<file path="src/rtl/gpio_pkg.sv">
package gpio_pkg;
  localparam int BUS_W     = 32;
  localparam int FAM_COUNT = 7;

  typedef enum logic [2:0] {
    FAM_LEVEL = 3'd0,
    FAM_DIR   = 3'd1,
    FAM_SET   = 3'd2,
    FAM_CLR   = 3'd3,
    FAM_RISE  = 3'd4,
    FAM_FALL  = 3'd5,
    FAM_STAT  = 3'd6
  } fam_e;
endpackage

</file>
<file path="src/rtl/gpio_addr_dec.sv">
module gpio_addr_dec
  import gpio_pkg::*;
#(
  parameter int NW     = 2,
  parameter int WORD_W = 6,
  localparam int WIDX_W = (NW > 1) ? $clog2(NW) : 1
) (
  input  logic [WORD_W-1:0] word_i,
  output fam_e              fam_o,
  output logic [WIDX_W-1:0] widx_o,
  output logic              hit_o
);
  always_comb begin
    int rel;
    fam_o  = FAM_LEVEL;
    widx_o = '0;
    hit_o  = 1'b0;
    rel    = 0;
    for (int f = 0; f < FAM_COUNT; f++) begin
      if ((int'(word_i) >= f * NW) && (int'(word_i) < (f + 1) * NW)) begin
        rel    = int'(word_i) - f * NW;
        hit_o  = 1'b1;
        fam_o  = fam_e'(3'(f));
        widx_o = rel[WIDX_W-1:0];
      end
    end
  end
endmodule

</file>
<file path="src/rtl/gpio_sync_bank.sv">
module gpio_sync_bank #(
  parameter int W = 64
) (
  input  logic         clk,
  input  logic         rst_n,
  input  logic [W-1:0] d_i,
  output logic [W-1:0] q_o
);
  logic [W-1:0] meta_q, meta_d;
  logic [W-1:0] sync_q, sync_d;

  always_comb begin
    meta_d = d_i;
    sync_d = meta_q;
  end

  always_ff @(posedge clk or negedge rst_n) begin
    if (!rst_n) begin
      meta_q <= '0;
      sync_q <= '0;
    end else begin
      meta_q <= meta_d;
      sync_q <= sync_d;
    end
  end

  assign q_o = sync_q;
endmodule

</file>
<file path="src/rtl/gpio_edge_word.sv">
module gpio_edge_word
  import gpio_pkg::*;
(
  input  logic             clk,
  input  logic             rst_n,
  input  logic [BUS_W-1:0] lvl_i,
  input  logic [BUS_W-1:0] rise_en_i,
  input  logic [BUS_W-1:0] fall_en_i,
  input  logic             clr_we_i,
  input  logic [BUS_W-1:0] clr_mask_i,
  output logic [BUS_W-1:0] stat_o
);
  logic [BUS_W-1:0] prev_q, prev_d;
  logic [BUS_W-1:0] stat_q, stat_d;
  logic [BUS_W-1:0] hits, clr_bits;

  always_comb begin
    prev_d   = lvl_i;
    hits     = (rise_en_i & lvl_i & ~prev_q) | (fall_en_i & ~lvl_i & prev_q);
    clr_bits = clr_we_i ? clr_mask_i : '0;
    // a fresh edge overrides a clear landing in the same cycle
    stat_d   = (stat_q & ~clr_bits) | hits;
  end

  always_ff @(posedge clk or negedge rst_n) begin
    if (!rst_n) begin
      prev_q <= '0;
      stat_q <= '0;
    end else begin
      prev_q <= prev_d;
      stat_q <= stat_d;
    end
  end

  assign stat_o = stat_q;
endmodule

</file>
<file path="src/rtl/gpio_bank_ctrl.sv">
module gpio_bank_ctrl
  import gpio_pkg::*;
#(
  parameter int NGPIO  = 64,
  parameter int ADDR_W = 8
) (
  input  logic              clk,
  input  logic              rst_n,
  input  logic              bus_sel,
  input  logic              bus_wr,
  input  logic [ADDR_W-1:0] bus_addr,
  input  logic [31:0]       bus_wdata,
  output logic [31:0]       bus_rdata,
  input  logic [NGPIO-1:0]  pad_in,
  output logic [NGPIO-1:0]  pad_out,
  output logic [NGPIO-1:0]  pad_oe,
  output logic              irq
);
  localparam int NW     = NGPIO / BUS_W;
  localparam int WORD_W = ADDR_W - 2;
  localparam int WIDX_W = (NW > 1) ? $clog2(NW) : 1;

  logic [NW-1:0][BUS_W-1:0] dir_q, dir_d;
  logic [NW-1:0][BUS_W-1:0] out_q, out_d;
  logic [NW-1:0][BUS_W-1:0] rise_q, rise_d;
  logic [NW-1:0][BUS_W-1:0] fall_q, fall_d;
  logic [NW-1:0][BUS_W-1:0] lvl_w;
  logic [NW-1:0][BUS_W-1:0] stat_w;
  logic [NW-1:0]            stat_clr;
  logic [NGPIO-1:0]         lvl_sync;
  logic [BUS_W-1:0]         rdata_q, rdata_d, rd_val;

  fam_e              fam;
  logic [WIDX_W-1:0] widx;
  logic              hit;
  logic              wr_ok, rd_ok;
  logic [1:0]        unused_byte_lane;

  assign unused_byte_lane = bus_addr[1:0];

  gpio_addr_dec #(.NW(NW), .WORD_W(WORD_W)) u_dec (
    .word_i (bus_addr[ADDR_W-1:2]),
    .fam_o  (fam),
    .widx_o (widx),
    .hit_o  (hit)
  );

  gpio_sync_bank #(.W(NGPIO)) u_sync (
    .clk   (clk),
    .rst_n (rst_n),
    .d_i   (pad_in),
    .q_o   (lvl_sync)
  );

  assign lvl_w = lvl_sync;
  assign wr_ok = bus_sel && bus_wr && hit;
  assign rd_ok = bus_sel && !bus_wr;

  for (genvar w = 0; w < NW; w++) begin : g_word
    assign stat_clr[w] = wr_ok && (fam == FAM_STAT) && (widx == WIDX_W'(w));

    gpio_edge_word u_edge (
      .clk        (clk),
      .rst_n      (rst_n),
      .lvl_i      (lvl_w[w]),
      .rise_en_i  (rise_q[w]),
      .fall_en_i  (fall_q[w]),
      .clr_we_i   (stat_clr[w]),
      .clr_mask_i (bus_wdata),
      .stat_o     (stat_w[w])
    );
  end

  // next-state for software-owned registers
  always_comb begin
    dir_d  = dir_q;
    out_d  = out_q;
    rise_d = rise_q;
    fall_d = fall_q;
    if (wr_ok) begin
      unique case (fam)
        FAM_DIR:  dir_d[widx]  = bus_wdata;
        FAM_SET:  out_d[widx]  = out_q[widx] | bus_wdata;
        FAM_CLR:  out_d[widx]  = out_q[widx] & ~bus_wdata;
        FAM_RISE: rise_d[widx] = bus_wdata;
        FAM_FALL: fall_d[widx] = bus_wdata;
        default:  ;
      endcase
    end
  end

  // read mux
  always_comb begin
    rd_val = '0;
    if (hit) begin
      unique case (fam)
        FAM_LEVEL: rd_val = lvl_w[widx];
        FAM_DIR:   rd_val = dir_q[widx];
        FAM_RISE:  rd_val = rise_q[widx];
        FAM_FALL:  rd_val = fall_q[widx];
        FAM_STAT:  rd_val = stat_w[widx];
        default:   rd_val = '0;
      endcase
    end
    rdata_d = rd_val;
  end

  always_ff @(posedge clk or negedge rst_n) begin
    if (!rst_n) begin
      dir_q  <= '0;
      out_q  <= '0;
      rise_q <= '0;
      fall_q <= '0;
    end else if (wr_ok) begin
      dir_q  <= dir_d;
      out_q  <= out_d;
      rise_q <= rise_d;
      fall_q <= fall_d;
    end
  end

  always_ff @(posedge clk or negedge rst_n) begin
    if (!rst_n) begin
      rdata_q <= '0;
    end else if (rd_ok) begin
      rdata_q <= rdata_d;
    end
  end

  assign bus_rdata = rdata_q;
  assign pad_out   = out_q;
  assign pad_oe    = dir_q;
  assign irq       = |stat_w;
endmodule

</file>
<file path="config.mk">
export PLATFORM = sky130hd
export DESIGN_NAME = gpio_bank_ctrl
export DESIGN_NICKNAME = d
export VERILOG_FILES = /design/src/rtl/gpio_pkg.sv /design/src/rtl/gpio_addr_dec.sv /design/src/rtl/gpio_sync_bank.sv /design/src/rtl/gpio_edge_word.sv /design/src/rtl/gpio_bank_ctrl.sv
export SDC_FILE = /design/constraint.sdc
export NUM_CORES = 1
export LEC_CHECK = 0
export ABC_AREA = 1
export BUFFER_PORTS_ARGS = -buffer_cell sky130_fd_sc_hd__clkbuf_2
export CAP_MARGIN = 20
export CORE_UTILIZATION = 35
export DETAILED_ROUTE_END_ITERATION = 8
export PLACE_DENSITY = 0.53
export SYNTH_ARGS = -nofsm -noshare
export SYNTH_HDL_FRONTEND = slang
export SYNTH_SLANG_ARGS = --single-unit
</file>
<file path="constraint.sdc">
create_clock -name clk -period 1.2 [get_ports clk]
set_input_delay 0.18 -clock clk [delete_from_list [all_inputs] [get_ports clk]]
set_output_delay 0.18 -clock clk [all_outputs]
set_load 0.03 [all_outputs]
</file>
==> results by group <==
Placed design
  • Area after detailed placement: roughly 27000 um2
  • Setup WS pre-CTS: -0.868 ns
  • RePlAce Congestion: around 0.88
  • Port bufs: ~270
  • Dpl cells: 3835
  • Dpl hpwl: 53.2 mm

Floorplan
  • Row count: slightly above 90
  • Initial Util: 0.356
  • Die H: between 200 and 300 um
  • Die Footprint: approximately 65000 um2
  • Die X: between 200 and 300 um
  • Total core area: roughly 63000 um2
  • Io pins: 269

Detailed routing
  • Routed length per instance: 19.1 um
  • Antenna viol nets, final: 0
  • Via count: about 21000
  • DR vias/cell: slightly below 5
  • WL final: between 70 and 80 mm
  • DRC: 0
  • First-pass detailed-route iteration total: 8
  • Drt initial violations: around 1500

Logic synthesis
  • Mean Syn Cell Area: between 8 and 9 um2
  • Yosys Warn Count: 0
  • Post-synthesis sequential area ratio: 0.604
  • Top post-synthesis cells by area: dfrtp_1 (60%), nand2_1 (12%), o21ai_0 (6.0%), nor2_1 (5.6%), inv_1 (4.3%)
  • Synth cell types: 26
  • Top cell type by total area after synthesis: dfrtp_1
  • Mapped Cells: about 2600
  • Yosys top cell area share: 0.604
  • Post-Syn Nets: about 2700
  • Syn Std Cell Area: around 23000 um2
  • Seq cells post-synth: roughly 540

Layout
  • # fillers: roughly 5800
  • Layout Nets: around 3400
  • Design area: about 33000 um2
  • Share of post-route cells with drive strength above 1: 0.262
  • Area Overhead vs Synth: 47.1%
  • Final cell count without fillers: between 4000 and 5000

Hold path
  • Worst min path class: in -> reg
  • Hold depth: 4

CTS
  • Worst skew pair latency: 0.62 ns
  • Clock sinks: ~540
  • Clk pin slew, worst setup/hold paths: roughly 0.060 ns
  • Clock tree buffer depth: 3
  • H-tree depth: 2
  • CTS buffer count: 60
  • Clk root buf: clkbuf_16
  • CTS tree: done

Setup path
  • Worst r2r src: pad_out[26]
  • CP Capture Type: primary output
  • Worst Path Max Fanout: 3
  • Reg2Reg Depth: 6
  • Data arrival, critical path: around 2.2 ns
  • WS Path Type: reg -> out
  • Startpoint Class: register
  • Worst R2R Setup Slack: -0.10 ns
  • FF-to-FF End: pad_out[58]
  • Critical path required time: 1.02 ns
  • End of the critical path: irq
  • CP Launch Point: g_word[1].u_edge.stat_o[24]

Timing
  • Fmax: ~420 MHz
  • Final hold vios: 0
  • Fin Setup TNS: -27.53 ns
  • Final Cycle Share: 1.99
  • Final Setup Violations: between 150 and 200
  • Clock Skews: 0.0147 ns
  • Hold_ws: between 0.03 and 0.04 ns
  • Max-slew violations: 0
  • Unrepaired setup endpoints after global routing: yes
  • Min Tclk post-route: ~2.4 ns
  • Rel. slew slack: 0.597
  • Setup slack after layout: -1.19 ns
  • Slew @ Worst Pin: slightly above 0.6 ns

GRT
  • Vias in the first global route: roughly 20000
  • First-pass GRT wire length: 122 mm
  • GR Overflow Total: 0
  • Largest net degree at the start of global routing: 84
  • Initial antenna violation count: 5
  • GR Util All Layers: 0.241

Power and ir drop
  • Pwr dens: approximately 1300 nW/um2
  • Static leakage: 15.6 nW
  • Worst VDD drop: approximately 1.0 mV

Run status
  • Failing checks: setup timing
  • Outcome: complete, but fails checks

Job
  • Max-Cap Viols: 0
layer usage:
metal / share of wire / GRT usage
met4: 0.029 / 0.0808
met3: 0.063 / 0.0478
met1: 0.45 / 0.335
met2: 0.46 / 0.374
met5: 0.00033 / 0
critical path, stage by stage (launching register included):
cell	delay, ns
dfrtp_1	0.44
nor4_4	0.32
nand4_1	0.26
nor2_2	0.21
buf_6	0.15
nand2_8	0.07
buf_8	0.14
kinds of logic (layout without fill, tap and decap cells):
group | after synthesis | in the layout | share of synthesized area
AO/OA/AOI/OAI | 361 | 361 | 0.0839
buffers and inverters | 382 | 1091 | 0.0674
flip-flops | 544 | 544 | 0.604
AND/OR/NAND/NOR | 1340 | 1340 | 0.245
other | 0 | 1 | 0
sequential cells by signal, indices dropped and copies added, names as in the netlist:
signal,count
u_sync.meta_q,64
pad_out,64
rise_q,64
g_word.u_edge.prev_q,64
g_word.u_edge.stat_o,64
pad_oe,64
fall_q,64
u_sync.q_o,64
bus_rdata,32
synthesized netlist by cell type, drive strengths merged:
cell type,instances
clkbuf,68
nor3,41
nand3,164
a31oi,50
o21ai,293
nor2,342
nor4,16
a21oi,7
nand2,728
dfrtp,544
o22ai,4
inv,263
nand4,49
o211ai,7
buf,51
layout make-up:
| class | instances | area [um2] | area share |
|---|---|---|---|
| antenna | 1 | 2.50 | 0.0000754 |
| clock buffer | 83 | 1770 | 0.0533 |
| clock inverter | 29 | 420 | 0.0127 |
| inverter | 263 | 1000 | 0.0303 |
| multi-input combinational | 1701 | 7870 | 0.237 |
| sequential | 544 | 13600 | 0.411 |
| tap | 846 | 1060 | 0.0319 |
| timing repair buffer | 716 | 7420 | 0.224 |
timing repair:
item | 4_1_cts | 5_1_grt
setup buffers | 113 | 53
pin swaps | 13 | 113
hold buffers | 83 | 0
endpoints found under the setup margin | 163 | 255
endpoints found under the hold margin | 643 | 0
resized for setup | 349 | 287
cloned | 0 | 2
power by group:
part	leakage [nW]	internal (mW)	switching, mW
combinational	7.77	2.10	2.71
clock	1.07	12.4	7.84
sequential	6.74	19.1	0.599
cell usage in the layout (no fill, tap or decap), types with 8 or more instances in the layout:
cell           count
buf_8            162
buf_4            276
buf_6             30
a31oi_1           49
clkbuf_2         103
nor2_4             8
buf_12            58
dlygate4sd3_1     83
inv_2             23
inv_1            236
nand3_2           35
nand4_1           49
clkinv_2          11
bufinv_16         10
nand2_1          705
nand2_2           21
o21ai_0          256
nand3_1          123
clkbuf_16         63
dfrtp_2           10
nor2_1           326
nor4_1            11
dfrtp_1          534
clkbuf_8          17
nor2_2             8
o21ai_1           36
nor3_1            38
worst min-delay path by stage:
stage / end / from
floorplan: bus_rdata[0] / rst_n
global placement: u_sync.meta_q[35] / rst_n
detailed placement: u_sync.meta_q[33] / rst_n
CTS: fall_q[14] / bus_wdata[14]
global route: rise_q[27] / bus_wdata[27]
finish: fall_q[27] / bus_wdata[27]
through the flow:
| stage | total power, mW | utilization |
|---|---|---|
| floorplan | 21.5 | - |
| global placement | 23.5 | 0.424 |
| detailed placement | 23.6 | 0.424 |
| CTS | 44.7 | 0.509 |
| global route | 46.3 | 0.524 |
| finish | 44.7 | 0.524 |
No activity file was read; power rests on OpenSTA's default activity.
